<file path="config.mk">
export PLATFORM = sky130hd
export DESIGN_NAME = errcap_top
export DESIGN_NICKNAME = d
export VERILOG_FILES = /design/src/rtl/errcap_pkg.sv /design/src/rtl/errcap_slot.sv /design/src/rtl/errcap_regs.sv /design/src/rtl/errcap_top.sv
export SDC_FILE = /design/constraint.sdc
export NUM_CORES = 1
export LEC_CHECK = 0
export CORE_ASPECT_RATIO = 0.8
export CORE_UTILIZATION = 49
export DETAILED_ROUTE_END_ITERATION = 6
export PLACE_DENSITY = 0.86
export SLEW_MARGIN = 20
export SYNTH_ARGS = -nofsm -noshare
export SYNTH_HDL_FRONTEND = slang
export SYNTH_SLANG_ARGS = --single-unit
</file>
<file path="constraint.sdc">
create_clock -name clk -period 8.8 [get_ports clk]
set_input_delay 2.2 -clock clk [delete_from_list [all_inputs] [get_ports clk]]
set_output_delay 2.2 -clock clk [all_outputs]
set_load 0.02 [all_outputs]
</file>
<file path="src/rtl/errcap_pkg.sv">
package errcap_pkg;

  localparam int NCLASS = 3;
  localparam int CID_W  = 6;
  localparam int DATA_W = 32;

  typedef enum logic [1:0] {
    CLS_DECODE = 2'd0,
    CLS_PAGE   = 2'd1,
    CLS_SECURE = 2'd2
  } class_e;

  localparam logic [7:0] OFS_STATUS   = 8'h00;
  localparam logic [7:0] OFS_MASK     = 8'h04;
  localparam logic [7:0] OFS_CAP_BASE = 8'h10;
  localparam logic [7:0] OFS_CAP_STEP = 8'h08;

  // Class-specific capture word layout
  function automatic logic [DATA_W-1:0] pack_word(class_e cls, logic [CID_W-1:0] cid,
                                                   logic wr, logic kind);
    logic [DATA_W-1:0] w;
    w = '0;
    case (cls)
      CLS_PAGE: begin
        w[0]       = wr;
        w[CID_W:1] = cid;
      end
      CLS_SECURE: begin
        w[CID_W-1:0] = cid;
        w[31]        = wr;
        w[30]        = kind;
      end
      default: begin
        w[CID_W-1:0] = cid;
        w[31]        = wr;
      end
    endcase
    return w;
  endfunction

endpackage

</file>
<file path="src/rtl/errcap_slot.sv">
module errcap_slot #(
  parameter errcap_pkg::class_e CLS = errcap_pkg::CLS_DECODE,
  parameter int ADDR_W = 32
) (
  input  logic                             clk,
  input  logic                             rst_n,
  input  logic                             fault,
  input  logic [errcap_pkg::CID_W-1:0]     cid,
  input  logic                             wr,
  input  logic                             kind,
  input  logic [ADDR_W-1:0]                addr,
  input  logic                             clr,
  output logic                             sts,
  output logic [errcap_pkg::DATA_W-1:0]    cap_word,
  output logic [ADDR_W-1:0]                cap_addr
);

  logic                          sts_q, sts_d;
  logic                          cap_en;
  logic [errcap_pkg::DATA_W-1:0] word_q, word_d;
  logic [ADDR_W-1:0]             addr_q, addr_d;

  always_comb begin
    cap_en = fault & (~sts_q | clr);
    sts_d  = (sts_q & ~clr) | fault;
    word_d = word_q;
    addr_d = addr_q;
    if (cap_en) begin
      word_d = errcap_pkg::pack_word(CLS, cid, wr, kind);
      addr_d = addr;
    end
  end

  always_ff @(posedge clk or negedge rst_n) begin
    if (!rst_n) begin
      sts_q  <= 1'b0;
      word_q <= '0;
      addr_q <= '0;
    end else begin
      sts_q <= sts_d;
      if (cap_en) begin
        word_q <= word_d;
        addr_q <= addr_d;
      end
    end
  end

  assign sts      = sts_q;
  assign cap_word = word_q;
  assign cap_addr = addr_q;

endmodule

</file>
<file path="src/rtl/errcap_regs.sv">
module errcap_regs #(
  parameter int ADDR_W = 32,
  parameter int REG_AW = 8
) (
  input  logic                                          clk,
  input  logic                                          rst_n,
  input  logic                                          reg_we,
  input  logic [REG_AW-1:0]                             reg_addr,
  input  logic [errcap_pkg::DATA_W-1:0]                 reg_wdata,
  input  logic [errcap_pkg::NCLASS-1:0]                 sts,
  input  logic [errcap_pkg::NCLASS*errcap_pkg::DATA_W-1:0] cap_word,
  input  logic [errcap_pkg::NCLASS*ADDR_W-1:0]          cap_addr,
  output logic [errcap_pkg::NCLASS-1:0]                 clr,
  output logic [errcap_pkg::NCLASS-1:0]                 mask,
  output logic [errcap_pkg::DATA_W-1:0]                 reg_rdata
);
  import errcap_pkg::*;

  localparam int NC = NCLASS;

  logic [NC-1:0] mask_q, mask_d;
  logic          mask_en;
  logic          unused_wdata;
  logic [REG_AW-1:0] a_sts, a_msk;

  assign a_sts = REG_AW'(OFS_STATUS);
  assign a_msk = REG_AW'(OFS_MASK);
  assign unused_wdata = ^reg_wdata[DATA_W-1:NC];

  always_comb begin
    clr     = '0;
    mask_en = 1'b0;
    mask_d  = mask_q;
    if (reg_we && reg_addr == a_sts) clr = reg_wdata[NC-1:0];
    if (reg_we && reg_addr == a_msk) begin
      mask_en = 1'b1;
      mask_d  = reg_wdata[NC-1:0];
    end
  end

  always_ff @(posedge clk or negedge rst_n) begin
    if (!rst_n) mask_q <= '0;
    else if (mask_en) mask_q <= mask_d;
  end

  assign mask = mask_q;

  always_comb begin
    reg_rdata = '0;
    if (reg_addr == a_sts) reg_rdata[NC-1:0] = sts;
    if (reg_addr == a_msk) reg_rdata[NC-1:0] = mask_q;
    for (int i = 0; i < NC; i++) begin
      if (reg_addr == REG_AW'(OFS_CAP_BASE + OFS_CAP_STEP * i))
        reg_rdata = cap_word[i*DATA_W +: DATA_W];
      if (reg_addr == REG_AW'(OFS_CAP_BASE + OFS_CAP_STEP * i + 4)) begin
        reg_rdata = '0;
        reg_rdata[ADDR_W-1:0] = cap_addr[i*ADDR_W +: ADDR_W];
      end
    end
  end

endmodule

</file>
<file path="src/rtl/errcap_top.sv">
module errcap_top #(
  parameter int ADDR_W = 32,
  parameter int REG_AW = 8
) (
  input  logic                                          clk,
  input  logic                                          rst_n,
  input  logic [errcap_pkg::NCLASS-1:0]                 flt_valid,
  input  logic [errcap_pkg::NCLASS*errcap_pkg::CID_W-1:0] flt_client,
  input  logic [errcap_pkg::NCLASS-1:0]                 flt_write,
  input  logic [errcap_pkg::NCLASS-1:0]                 flt_kind,
  input  logic [errcap_pkg::NCLASS*ADDR_W-1:0]          flt_addr,
  input  logic                                          reg_we,
  input  logic [REG_AW-1:0]                             reg_addr,
  input  logic [errcap_pkg::DATA_W-1:0]                 reg_wdata,
  output logic [errcap_pkg::DATA_W-1:0]                 reg_rdata,
  output logic                                          irq
);
  import errcap_pkg::*;

  logic [NCLASS-1:0]        sts_q;
  logic [NCLASS-1:0]        clr_vec;
  logic [NCLASS-1:0]        mask_q;
  logic [NCLASS*DATA_W-1:0] cap_word;
  logic [NCLASS*ADDR_W-1:0] cap_addr;

  for (genvar g = 0; g < NCLASS; g++) begin : g_slot
    errcap_slot #(
      .CLS    (class_e'(g)),
      .ADDR_W (ADDR_W)
    ) u_slot (
      .clk      (clk),
      .rst_n    (rst_n),
      .fault    (flt_valid[g]),
      .cid      (flt_client[g*CID_W +: CID_W]),
      .wr       (flt_write[g]),
      .kind     (flt_kind[g]),
      .addr     (flt_addr[g*ADDR_W +: ADDR_W]),
      .clr      (clr_vec[g]),
      .sts      (sts_q[g]),
      .cap_word (cap_word[g*DATA_W +: DATA_W]),
      .cap_addr (cap_addr[g*ADDR_W +: ADDR_W])
    );
  end

  errcap_regs #(
    .ADDR_W (ADDR_W),
    .REG_AW (REG_AW)
  ) u_regs (
    .clk       (clk),
    .rst_n     (rst_n),
    .reg_we    (reg_we),
    .reg_addr  (reg_addr),
    .reg_wdata (reg_wdata),
    .sts       (sts_q),
    .cap_word  (cap_word),
    .cap_addr  (cap_addr),
    .clr       (clr_vec),
    .mask      (mask_q),
    .reg_rdata (reg_rdata)
  );

  assign irq = |(sts_q & mask_q);

endmodule

</file>
==> impl_results.md <==
- Post-synth EDFFs: 0
- Skew final: between 0.005 and 0.006 ns
- Final WL: around 15000 um
- Layout cell share with drive strength beyond 1: about 28%
- Leakage: 3.573 nW
- Slew Limit Headroom: between 15 and 20%
- Vias: around 4200
- Syn_area_per_cell: 13.05 um^2
- Clock Latency Late Sink: a little over 0.4 ns
- Synth-to-layout area growth: 41.45%
- Worst-path clk slew: around 0.060 ns
- Top_reg_cell synth: dfrtp_1
- Pre-CTS setup slack: slightly below 1 ns
- Distinct cells, synth: 36
- Switching pwr: approximately 0.35 mW
- Initial core utilization: around half
- Setup_tns: 0 ns
- GP Congestion: around 0.86
- Most numerous cell in the Yosys netlist: dfrtp_1
- Sequential Power Share: around 43%
- Antenna violations before repair: 0
- Drt first pass iters: 4
- RSZ-0062 raised after global routing: no
- Max Slew Vio Count: 0
- CTS tree: yes
- GRT Resource Usage Total: between 20% and 30%
- First-pass GRT wire length: approximately 23000 um
- Avg Vias per Cell: about 5.5
- Post-synthesis cell area: approximately 5700 um^2
- WP data required: roughly 6.6 ns
- DRC viols: 0
- Synth Register Bits: 124
- Max-cap violation count: 0
- Period utilisation layout: 89.03%
- Worst Max-Slew Pin Slew: 1.197 ns
- PD cells: between 150 and 200 nW/um^2
- Final min period: a little under 8 ns
- HP Class: flop to flop
- Post-route setup slack: a little under 1 ns
- Cell count after synthesis: 437
- CTS Buf Count: 17
- Peak Freq: roughly 0.13 GHz
- GRT Residual Overflow: 0
- Post-synth ARST share: 100.0%
- Hold Fails Final Rpt: 0
- Cell internal pwr: 1.197 mW
- Largest net degree at the start of global routing: between 80 and 90
- Combinational Power Share: 11.1%
- Clk pwr share: between 40% and 50%
- Synth top area cells: dfrtp_1 (54%), mux2_2 (20%), mux2_4 (5.3%)
- Syn_nets: between 600 and 700
- Routed length per instance: just under 20 um
- Hold buffers post-CTS: 0
- Post-synth top cells: dfrtp_1 (124), mux2_2 (99), nand2_1 (55)
- Ant. Diodes: 0
- WP data arrival: approximately 5.6 ns
- Cell Rows: 34
- Die area: around 12000 um^2
- Max clock buf depth: 2
- CTS root buffer: clkbuf_16
- # resized after CTS: 0
- PortBufs: 167
- Sink Count: around 120
- VDD IR max: 142.0 uV
- Cell taking the most area after synthesis: dfrtp_1
- Die H: just under 100 um
- Die width: 122.6 um
- Yosys warnings: 0
- Core area: ~11000 um^2
- Worst Setup End Kind: output pin
- Ports: between 150 and 200
- Fin nets: around 770
- Routed Antenna Nets: 0
- Vias in the first global route: between 4000 and 5000
- Seq/Total Area, Yosys: between 50% and 60%
- Switching Fraction: a little under a quarter
- Crit start category: input port
- Power Total: between 1.5 and 2 mW
- Initial DRC count: 338
- H-tree depth: 4
- Area fraction of the dominant cell type after synthesis: 54.42%
- Detail Placement HPWL: around 9800 um
- Status: finished, final reports clean
- Worst-path fanout max: 15
- Critical path class: input port to output pin
- Final setup vio count: 0
- Setup bufs post-CTS: 0
cell usage in the layout (no fill, tap or decap), types with 6 or more instances in the layout:
cell type        count
nor2_1               7
nand2_1             52
o32ai_1              6
clkbuf_16           17
a22oi_1             28
mux2_4              20
mux2_2              99
inv_1               11
dfrtp_1            124
clkdlybuf4s50_1    166
critical path, cell delays in order:
cell	delay [ns]
clkdlybuf4s50_1	0.87
nor4b_2	0.75
and3_1	0.64
buf_4	0.32
a22oi_1	0.12
nand2_1	0.12
clkdlybuf4s50_1	0.60
state kept, by name (all words and copies together), names as in the netlist:
name and flops:
u_regs.mask 3, g_slot.u_slot.cap_word 22, g_slot.u_slot.sts 3, g_slot.u_slot.cap_addr 96
worst paths after layout:
kind,endpoint,cells after the start,slack (ns),startpoint
setup reg to reg,g_slot[2].u_slot.cap_addr[14]$_DFFE_PN0P_,3,6.96,g_slot[2].u_slot.sts$_DFF_PN0_
hold / removal,g_slot[1].u_slot.cap_word[3]$_DFFE_PN0P_,1,0.50,g_slot[1].u_slot.cap_word[3]$_DFFE_PN0P_
max in group asynchronous,g_slot[0].u_slot.cap_addr[9]$_DFFE_PN0P_,2,5.89,rst_n
min in group asynchronous,g_slot[1].u_slot.cap_addr[2]$_DFFE_PN0P_,1,1.76,rst_n
hold reg to reg,g_slot[1].u_slot.cap_word[3]$_DFFE_PN0P_,1,0.50,g_slot[1].u_slot.cap_word[3]$_DFFE_PN0P_
setup / recovery,reg_rdata[9],7,0.97,reg_addr[2]
metal layers:
metal  routed length [um]  global-route usage (%)  vias to the layer above
met5                    0                       0                        -
met4                  312                   11.63                        0
met3                  984                   6.424                       23
met2                 6939                   40.54                      148
met1                 6330                   33.92                     2074
li1                     -                       -                     1917
logic make-up (layout without fill, tap and decap cells):
family          Yosys count  count (layout)  share of synthesized area [%]
flops                   124             124                          54.42
simple gates             89              89                          7.527
mux                     122             122                          26.00
buf+inv                  39             215                          3.511
compound gates           63              63                          8.536
area by class of cell:
type,count,area [um^2]
fillers,740,3038
clock inverters,11,135.1
multi-input cells,274,2425
repair buffers,172,1710
inverters,11,41.29
clock buffers,21,470.5
flip-flops and latches,124,3103
well taps,144,180.2
through the flow:
stage | hold slack (ns) | cell area, um^2 | std cells | utilization [%]
final | 0.5027 | 8065 | 757 | 72.64
after global routing | 0.5196 | 8065 | 757 | 72.64
after CTS | 0.5012 | 8051 | 757 | 72.52
after detailed placement | 0.4877 | 7446 | 725 | 67.06
after global placement | 0.4845 | 7446 | 725 | 67.06
after floorplan | 0.4710 | 5702 | 437 | -
power groups by stage:
stage | registers [mW] | logic [mW] | clock network (mW)
final | 0.671 | 0.172 | 0.702
after global routing | 0.679 | 0.187 | 0.737
after detailed placement | 0.680 | 0.172 | 0
after global placement | 0.675 | 0.165 | 0
after floorplan | 0.669 | 0.0840 | 0
after CTS | 0.671 | 0.174 | 0.712
No activity file was read; power rests on OpenSTA's default activity.
